`src/rtl/tp_link_pkg.sv`:
```
package tp_link_pkg;
  typedef enum logic {
    LINK_PASS = 1'b0,
    LINK_FAIL = 1'b1
  } link_state_e;
endpackage

```
`src/rtl/tp_tick_timer.sv`:
```
module tp_tick_timer #(
  parameter int unsigned LIMIT = 16
) (
  input  logic clk_i,
  input  logic rst_ni,
  input  logic clear_i,
  input  logic tick_i,
  output logic expire_o
);
  localparam int unsigned CW = (LIMIT > 1) ? $clog2(LIMIT) : 1;
  localparam logic [CW-1:0] LAST = CW'(LIMIT - 1);

  logic [CW-1:0] cnt_q;
  logic          at_last;

  assign at_last  = (cnt_q == LAST);
  assign expire_o = tick_i & ~clear_i & at_last;

  always_ff @(posedge clk_i or negedge rst_ni) begin
    if (!rst_ni)                cnt_q <= '0;
    else if (clear_i || expire_o) cnt_q <= '0;
    else if (tick_i)            cnt_q <= cnt_q + 1'b1;
  end
endmodule

```
`src/rtl/tp_link_fsm.sv`:
```
module tp_link_fsm
  import tp_link_pkg::*;
#(
  parameter int unsigned RECOVER_PULSES = 4
) (
  input  logic clk_i,
  input  logic rst_ni,
  input  logic test_en_i,
  input  logic rx_pulse_i,
  input  logic rx_packet_i,
  input  logic loss_expire_i,
  output logic link_fail_o
);
  localparam int unsigned PW = (RECOVER_PULSES > 1) ? $clog2(RECOVER_PULSES) : 1;
  localparam logic [PW-1:0] PLAST = PW'(RECOVER_PULSES - 1);

  link_state_e   state_q, state_d;
  logic [PW-1:0] pcnt_q, pcnt_d;

  always_comb begin
    state_d = state_q;
    pcnt_d  = pcnt_q;
    unique case (state_q)
      LINK_PASS: begin
        pcnt_d = '0;
        if (test_en_i && loss_expire_i) state_d = LINK_FAIL;
      end
      LINK_FAIL: begin
        if (!test_en_i || rx_packet_i) begin
          state_d = LINK_PASS;
          pcnt_d  = '0;
        end else if (rx_pulse_i) begin
          if (pcnt_q == PLAST) begin
            state_d = LINK_PASS;
            pcnt_d  = '0;
          end else begin
            pcnt_d = pcnt_q + 1'b1;
          end
        end else if (loss_expire_i) begin
          pcnt_d = '0;  // run of pulses broken
        end
      end
      default: state_d = LINK_FAIL;
    endcase
  end

  always_ff @(posedge clk_i or negedge rst_ni) begin
    if (!rst_ni) begin
      state_q <= LINK_FAIL;
      pcnt_q  <= '0;
    end else begin
      state_q <= state_d;
      pcnt_q  <= pcnt_d;
    end
  end

  assign link_fail_o = (state_q == LINK_FAIL);
endmodule

```
`src/rtl/tp_link_monitor.sv`:
```
module tp_link_monitor #(
  parameter int unsigned TX_IDLE_TICKS   = 16,
  parameter int unsigned LINK_LOSS_TICKS = 100,
  parameter int unsigned RECOVER_PULSES  = 4
) (
  input  logic clk_i,
  input  logic rst_ni,
  input  logic tick_i,
  input  logic rx_link_pulse_i,
  input  logic rx_packet_i,
  input  logic tx_active_i,
  input  logic link_test_en_i,
  output logic link_fail_o,
  output logic port_enable_o,
  output logic tx_link_pulse_req_o
);
  logic tx_expire, loss_expire, rx_event, req_q;

  assign rx_event = rx_link_pulse_i | rx_packet_i;

  tp_tick_timer #(.LIMIT(TX_IDLE_TICKS)) u_tx_idle (
    .clk_i   (clk_i),
    .rst_ni  (rst_ni),
    .clear_i (tx_active_i),
    .tick_i  (tick_i),
    .expire_o(tx_expire)
  );

  tp_tick_timer #(.LIMIT(LINK_LOSS_TICKS)) u_link_loss (
    .clk_i   (clk_i),
    .rst_ni  (rst_ni),
    .clear_i (rx_event),
    .tick_i  (tick_i),
    .expire_o(loss_expire)
  );

  tp_link_fsm #(.RECOVER_PULSES(RECOVER_PULSES)) u_fsm (
    .clk_i        (clk_i),
    .rst_ni       (rst_ni),
    .test_en_i    (link_test_en_i),
    .rx_pulse_i   (rx_link_pulse_i),
    .rx_packet_i  (rx_packet_i),
    .loss_expire_i(loss_expire),
    .link_fail_o  (link_fail_o)
  );

  // pulse requests ignore link state by design
  always_ff @(posedge clk_i or negedge rst_ni) begin
    if (!rst_ni) req_q <= 1'b0;
    else         req_q <= tx_expire;
  end

  assign tx_link_pulse_req_o = req_q;
  assign port_enable_o       = ~link_fail_o;
endmodule

```
`config.mk`:
```
export PLATFORM = sky130hd
export DESIGN_NAME = tp_link_monitor
export DESIGN_NICKNAME = d
export VERILOG_FILES = /design/src/rtl/tp_link_pkg.sv /design/src/rtl/tp_tick_timer.sv /design/src/rtl/tp_link_fsm.sv /design/src/rtl/tp_link_monitor.sv
export SDC_FILE = /design/constraint.sdc
export NUM_CORES = 1
export LEC_CHECK = 0
export ABC_CLOCK_PERIOD_IN_PS = 1970
export CORE_UTILIZATION = 40
export CTS_CLUSTER_DIAMETER = 80
export DETAILED_ROUTE_END_ITERATION = 8
export GPL_ROUTABILITY_DRIVEN = 0
export MAX_ROUTING_LAYER = met4
export RECOVER_POWER = 50
export SLEW_MARGIN = 20
export SYNTH_ARGS = -nofsm -noshare
export SYNTH_HDL_FRONTEND = slang
export SYNTH_SLANG_ARGS = --single-unit
```
`constraint.sdc`:
```
create_clock -name clk_i -period 1.97 [get_ports clk_i]
set_clock_uncertainty 0.15 [all_clocks]
set_input_delay 0.394 -clock clk_i [delete_from_list [all_inputs] [get_ports clk_i]]
set_output_delay 0.394 -clock clk_i [all_outputs]
set_load 0.02 [all_outputs]
```
After elaboration in Yosys (flattened, before gate mapping). Index checks and enable logic that the tools add are counted.

Memories kept: 0. Word-level logic and storage cells: 41. Bits of input ports: 7. Register bits after elaboration: 15. Output and inout port bits: 3. Bits in read-only memories: 0. RAM bits: 0. Bits in latches: 0.

Shifts and indexed selects: 0. $add $sub $neg: 3. Eq/ne operators: 4. Multipliers: 0. Reduce and logical (&&, ||, !) cells: 7. Magnitude comparators: 0. Div/mod/pow operators: 0. Bitwise operators: 8. Muxes and demuxes: 14.

Operator list (number): $mux W7 (2); $mux W2 (4); $mux W4 (2); $add A7 B1 Y7 const B (1); $eq A7 B7 Y1 const B (1); $add A4 B1 Y4 const B (1); $and A1 B1 Y1 (4); $eq A4 B4 Y1 const B (1); $mux W1 (4); $ne A4 B3 Y1 const B (1); $pmux W2 S2 (1); $reduce_bool A2 Y1 (2); $logic_or A1 B1 Y1 (3); $not A1 Y1 (3); $add A2 B1 Y2 const B (1); $eq A2 B2 Y1 const B (1); $pmux W1 S2 (1); $logic_and A1 B1 Y1 (1); $logic_not A1 Y1 (1); $or A1 B1 Y1 (1).

Logic depth before layout (Yosys ltp). Gate-level depths: netlist of the first run.

Word-level depth: 8. Depth in mapped cells: 4.

By module. A second synthesis of the first run with hierarchy kept.

Cells, all modules: 78. Area total of the unflattened synthesis: 788.3 um^2.

Modules (own cells, without submodules): tp_tick_timer at u_link_loss (cells an instance 39, seq. area each 175.2 um^2, area each 396.6 um^2, times used 1); tp_tick_timer at u_tx_idle (cells an instance 21, seq. area each 100.1 um^2, area each 203.9 um^2, times used 1); tp_link_fsm (cells an instance 15, seq. area each 76.3 um^2, area each 152.6 um^2, times used 1); tp_link_monitor (cells an instance 3, seq. area each 25.0 um^2, area each 35.0 um^2, times used 1).

Worst setup path after synthesis of the first run. No wires, ideal clock.

Kind: reg2reg. Start: reg u_link_loss.cnt_q[4]. End: reg u_fsm.pcnt_q[1]. Library setup time: 128 ps. Required time: 1692 ps. Arrival time: 1278 ps. Stages on the path, launching flop included: 4. Path slack: 414 ps. Cell sequence: dfrtp_1 or4b_4 o21ai_4 o22ai_2.

Word-level cells in the longest chain between the ends: 3.

RTL lines: start: declaration (RTL line tp_tick_timer.sv:13) `logic [CW-1:0] cnt_q;`; start signal: assignment (RTL line tp_tick_timer.sv:22) `else if (tick_i) cnt_q <= cnt_q + 1'b1;`; $eq A7 B7 Y1 (RTL line tp_tick_timer.sv:16) `assign at_last = (cnt_q == LAST);`; $and A1 B1 Y1 (RTL line tp_tick_timer.sv:17) `assign expire_o = tick_i & ~clear_i & at_last;`; $ne A4 B3 Y1 (no source line); end signal: assignment (RTL line tp_link_fsm.sv:53) `pcnt_q <= pcnt_d;`; end: declaration (RTL line tp_link_fsm.sv:18) `logic [PW-1:0] pcnt_q, pcnt_d;`.

No other way between the ends. A chain may end at the register's enable or synchronous reset.

Worst setup path after layout of the first run.
Start: reg req_q (netlist: tx_link_pulse_req_o). End: out tx_link_pulse_req_o.

RTL lines: start: declaration (RTL line tp_link_monitor.sv:17) `logic tx_expire, loss_expire, rx_event, req_q;`; start signal: assignment (RTL line tp_link_monitor.sv:50) `else req_q <= tx_expire;`; end: declaration (RTL line tp_link_monitor.sv:15) `output logic tx_link_pulse_req_o`.

No word-level cell between the ends.

==> results_dict.tcl, run 1 <==
set metrics [dict create \
    fmax_mhz 577 \
    cp_max_fo 1 \
    hold_viol_final 0 \
    worst_pin_slew_ns 0.786 \
    p_comb_share_pct 9.3 \
    critical_path_class "flop to output pin" \
    layout-drive-gt1-share_pct 11.7 \
    powerDensity_nw_per_um2 570 \
    synth_top_cells_by_area "dfrtp_1 45%, nor2_1 5.4%, ha_1 4.9%" \
    worstSkewPairLatency_ns 0.28 \
    endpoint_kind "output pin" \
    stdcell_area_um2 946 \
    finalNetCount 105 \
    die_w_um 45.9 \
    sw_frac_of_total_pct 23.2 \
    track_usage_pct 16.0 \
    ir_drop_v 0.000414 \
    antenna_left 0 \
    crit_path_max_incr_delay_ns 0.59 \
    syn-num-nets 87 \
    dieArea_um2 2110 \
    drtIter0Drc 15 \
    startpoint_type "flop" \
    wire_per_inst_um 10.9 \
    grt_max_degree 16 \
    n_antenna_cell 0 \
    drv_cap 0 \
    vias_per_cell 4.92 \
    clkPwrFrac_pct 31.6 \
    path_buf_inv 1 \
    seq_area_frac_synth_pct 48.9 \
    clk_pin_slew_ns 0.08 \
    hold_slack_ns 0.396 \
    setup_violations 0 \
    slew_viol_final 0 \
    fin_util_pct 53.6 \
    ys_warn_count 0 \
    grt_pass1_vias 535 \
    wl_met1_um 681 \
    core-area_um2 1760 \
    min_period_over_period_pct 88.1 \
    seq_power_share_pct 59.1 \
    area_growth_pct 22.7 \
    dp_hpwl_mm 1.01 \
    dp_slack_ns 0.129 \
    arrival_ns 1.19 \
    synth-seq-cells 15 \
    grt_pass1_wl_mm 2.26 \
    synth_top_area_share_pct 45.5 \
    status "completed" \
    yosysUniqueCellTypes 28 \
    io_pins 10 \
    rows 15 \
    grt_overflow 0 \
    cp.required_ns 1.43 \
    dr.pass1.iters 4 \
    route.met3.wl_um 46 \
    htree_levels 1 \
    power.leakage_uw 0.000397 \
    top_layer "met4" \
    p_switching_uw 125 \
    clockBufferDepth 2 \
    hold_class "flop to flop" \
    clock_sinks 15 \
    cell_internal_pwr_uw 414 \
    drc 0 \
    grt_setup_unrepaired "false" \
    cts_tree "done" \
    wl_met2_um 561 \
    initial_utilization_pct 43.7 \
    vias 585 \
    io_buffers 9 \
    yosys.area.top_type "dfrtp_1" \
    fin_setup_tns_ns 0 \
    holdBufCountCts 0 \
    syn_inst 77 \
    syn_avg_cell_area_um2 10.0 \
    cts_buffers 3 \
    chipHeight_um 45.9 \
    slowest_stage "clkdlybuf4s50_1" \
    timing.final.crit_period_ns 1.73 \
    antenna_found_initial 0 \
    drt_wl_total_mm 1.30 \
    cp_cell_sequence "clkdlybuf4s50_1" \
    final_common_cell "dfrtp_1" \
    cts_root_buffer "clkbuf_4" \
    slew_headroom_pct 47.6 \
    critPathTopFamily "buffers and inverters" \
    place_area_um2 925 \
    timing.final.ws_setup_ns 0.235 \
    netlist_area_um2 771 \
    final_cell_mix "14 x dfrtp_1, 11 x nor2_1, 7 x nand2_1, 6 x clkdlybuf4s50_1" \
]
state kept, by name (all words and copies together) (netlist names):
register             cells
u_fsm.pcnt_q             2
u_fsm.link_fail_o        1
u_tx_idle.cnt_q          4
u_link_loss.cnt_q        7
tx_link_pulse_req_o      1
power groups by stage:
| stage | Combinational [uW] | Sequential, uW | Clock, uW |
|---|---|---|---|
| 2_1_floorplan | 23.3 | 324 | 0 |
| 3_3_place_gp | 53.0 | 324 | 0 |
| 3_5_place_dp | 53.4 | 324 | 0 |
| 4_1_cts | 53.7 | 319 | 180 |
| 5_1_grt | 56.7 | 320 | 203 |
| 6_report | 50.1 | 318 | 170 |
layer usage:
layer / track usage [%] / vias to the layer above
met3: 5.95 / 2
li1: - / 306
met5: - / -
met2: 21.4 / 7
met1: 21.4 / 270
met4: 7.06 / 0
what timing repair did:
action                                  in CTS  in global routing
gates cloned                                 0                  0
gates resized for setup                      1                  1
hold endpoints to repair                     0                  0
setup buffers                                0                  0
endpoints found under the setup margin       1                  1
final timing paths:
kind / from / endpoint / slack, ns / cells past startpoint
max: tx_link_pulse_req_o / tx_link_pulse_req_o / 0.24 / 1
min: u_tx_idle.cnt_q[3] / u_tx_idle.cnt_q[3] / 0.40 / 2
max reg2reg: u_link_loss.cnt_q[4] / u_fsm.pcnt_q[1] / 0.29 / 3
min reg2reg: u_tx_idle.cnt_q[3] / u_tx_idle.cnt_q[3] / 0.40 / 2
max in group asynchronous: rst_ni / u_fsm.pcnt_q[1] / 0.63 / 2
min in group asynchronous: rst_ni / u_link_loss.cnt_q[2] / 0.54 / 2
synthesized netlist by cell type:
cell,instances
ha_1,3
o21ai_0,2
nor3_1,1
o22ai_2,1
or4b_4,1
a21oi_1,3
nand2_1,7
a31oi_1,1
nand4_1,4
o31ai_1,2
nor2b_1,2
nand2b_1,1
buf_2,1
a211oi_1,1
o21a_1,1
a21boi_0,1
dfstp_2,1
mux2i_1,2
and3_1,1
xor2_1,3
nand3_1,3
xnor2_1,3
o21ai_4,1
nor2_1,11
o2111ai_1,1
or3_1,1
dfrtp_1,14
inv_1,4
metrics by stage:
stage	power, uW	instances
floorplan	347	77
global placement	377	115
detailed placement	378	115
CTS	553	119
global route	580	119
finish	539	119
kinds of logic (layout without fill, tap and decap cells):
group | Yosys count | after routing | share of synthesized area (%)
flip-flops | 15 | 15 | 48.9
AO/OA/AOI/OAI | 14 | 14 | 13.8
adder cells (fa/ha/maj) | 3 | 3 | 4.87
XOR/XNOR | 6 | 6 | 6.82
buffers and inverters | 5 | 22 | 2.60
multiplexers | 2 | 2 | 2.60
AND/OR/NAND/NOR | 32 | 32 | 20.5
cell type report:
type,count,area [um2]
inverter,4,15.0
fill,167,818
tap,25,31.3
clock inverter,1,5.00
sequential,15,377
clock buffer,3,22.5
timing repair buffer,14,121
multi-input combinational,57,374
Power figures use the tool's default switching activity.
==> run 2: changes to the inputs <==
--- a/config.mk
+++ b/config.mk
@@ -6,11 +6,12 @@
 export NUM_CORES = 1
 export LEC_CHECK = 0
 export ABC_CLOCK_PERIOD_IN_PS = 1970
-export CORE_UTILIZATION = 40
+export CORE_UTILIZATION = 45
 export CTS_CLUSTER_DIAMETER = 80
 export DETAILED_ROUTE_END_ITERATION = 8
 export GPL_ROUTABILITY_DRIVEN = 0
 export MAX_ROUTING_LAYER = met4
+export PLACE_DENSITY = 0.67
 export RECOVER_POWER = 50
 export SLEW_MARGIN = 20
 export SYNTH_ARGS = -nofsm -noshare
==> results_dict.tcl, run 2 (synthesis gave the netlist of run 1 again) <==
set metrics [dict create \
    vias_per_cell 5.41 \
    hold_viol_final 0 \
    drt_wl_total_mm 1.39 \
    path_buf_inv 2 \
    endpoint_kind "output pin" \
    cts_tree "done" \
    clockBufferDepth 2 \
    cp_cell_sequence "inv_1, dlygate4sd2_1" \
    top_layer "met4" \
    grt_pass1_wl_mm 2.45 \
    finalPower_uw 536 \
    antenna_found_initial 0 \
    grt_pass1_vias 566 \
    regMostFlops "u_link_loss.cnt_q" \
    wire_per_inst_um 12.9 \
    post_cts_buffers 0 \
    n_antenna_cell 0 \
    dp_hpwl_mm 1.11 \
    cp_max_fo 4 \
    grt_max_degree 16 \
    finalNetCount 103 \
    largest_reg_flops 7 \
    clk_pin_slew_ns 0.09 \
    fmax_mhz 573 \
    rows 14 \
    powerDensity_nw_per_um2 587 \
    cts_root_buffer "clkbuf_4" \
    cts_buffers 3 \
    io_pins 10 \
    dr.pass1.iters 4 \
    initial_utilization_pct 49.4 \
    worst_pin_slew_ns 0.749 \
    htree_levels 1 \
    grt_overflow 0 \
    fin_util_pct 58.7 \
    critPathTopFamily "flip-flops" \
    wl_met2_um 558 \
    timing.final.ws_setup_ns 0.224 \
    worstSkewPairLatency_ns 0.27 \
    hold_class "flop to flop" \
    layout-drive-gt1-share_pct 8.70 \
    dieArea_um2 1880 \
    status "completed" \
    timing.final.crit_period_ns 1.75 \
    chipHeight_um 43.4 \
    min_period_over_period_pct 88.6 \
    startpoint_type "flop" \
    clock_sinks 15 \
    wl_met1_um 781 \
    slew_viol_final 0 \
    setup_violations 0 \
    drtIter0Drc 13 \
    io_buffers 9 \
    drc 0 \
    holdBufCountCts 0 \
    final_cell_mix "14 x dfrtp_1, 11 x nor2_1, 7 x nand2_1, 6 x clkdlybuf4s50_1" \
    final_common_cell "dfrtp_1" \
    vias 584 \
    critical_path_class "flop to output pin" \
    grt_setup_unrepaired "false" \
    die_w_um 43.4 \
    hold_slack_ns 0.413 \
    dp_slack_ns 0.0746 \
    fillers 133 \
    cts_resized 2 \
    slowest_stage "dfstp_2" \
    antenna_left 0 \
    crit_path_max_incr_delay_ns 0.56 \
    arrival_ns 1.20 \
    power.leakage_uw 0.000383 \
    core-area_um2 1560 \
    reg_top3 "u_link_loss.cnt_q x7, u_tx_idle.cnt_q x4, u_fsm.pcnt_q x2" \
    route.met3.wl_um 22 \
    area_growth_pct 18.7 \
    cp.required_ns 1.43 \
    ir_drop_v 0.000450 \
    track_usage_pct 18.3 \
    fin_setup_tns_ns 0 \
    drv_cap 0 \
    slew_headroom_pct 50.1 \
]
==> run 2: area by class of cell <==
cell class                      count  area (um2)  share of cell area (%)
Tap cell                           16        20.0                    2.19
Multi-Input combinational cell     57         374                    40.9
Sequential cell                    15         377                    41.2
Inverter                            4        15.0                    1.64
Clock buffer                        4        26.3                    2.87
Timing Repair Buffer               12         103                    11.2
==> run 2: per-layer routing <==
metal,global-route usage [%],vias up
li1,-,302
met1,26.1,273
met2,23.3,5
met3,4.17,4
met4,11.3,0
met5,-,-
==> run 2: where the power goes <==
group          total [uW]  switching [uW]  internal [uW]
Combinational        48.3            24.4           23.9
Clock                 170            91.3           78.4
Sequential            318            5.08            313
Total                 536             121            416
==> run 2: worst reg2reg max path: cells and delay by family (launching register included) <==
kind | cells | cell delay (ns)
compound gates | 2 | 0.36
simple gates | 1 | 0.60
flops | 1 | 0.43
==> run 2: final timing paths <==
check                                           from                   end  slack (ns)  cells after the start
worst min register to register    u_tx_idle.cnt_q[3]    u_tx_idle.cnt_q[3]        0.41                      2
worst min-delay path              u_tx_idle.cnt_q[3]    u_tx_idle.cnt_q[3]        0.41                      2
min in group asynchronous                     rst_ni  u_link_loss.cnt_q[1]        0.54                      2
worst max-delay path               u_fsm.link_fail_o         port_enable_o        0.22                      2
max in group asynchronous                     rst_ni  u_link_loss.cnt_q[5]        0.66                      2
worst max register to register  u_link_loss.cnt_q[3]       u_fsm.pcnt_q[1]        0.31                      3
==> run 2: stage by stage <==
stage	instances	instance area (um2)
after global routing	108	915
final	108	915
after detailed placement	104	898
after floorplan	77	771
after global placement	104	898
after CTS	108	922
==> run 3: changes to the inputs <==
--- a/config.mk
+++ b/config.mk
@@ -10,9 +10,12 @@
 export CTS_CLUSTER_DIAMETER = 80
 export DETAILED_ROUTE_END_ITERATION = 8
 export GPL_ROUTABILITY_DRIVEN = 0
+export GPL_TIMING_DRIVEN = 1
 export MAX_ROUTING_LAYER = met4
 export PLACE_DENSITY = 0.67
 export RECOVER_POWER = 50
+export SETUP_SLACK_MARGIN = 0.15
+export SKIP_LAST_GASP = 1
 export SLEW_MARGIN = 20
 export SYNTH_ARGS = -nofsm -noshare
 export SYNTH_HDL_FRONTEND = slang
==> results of run 3 <==
Same layout as run 2: the final DEF is identical, and so are final timing and power.
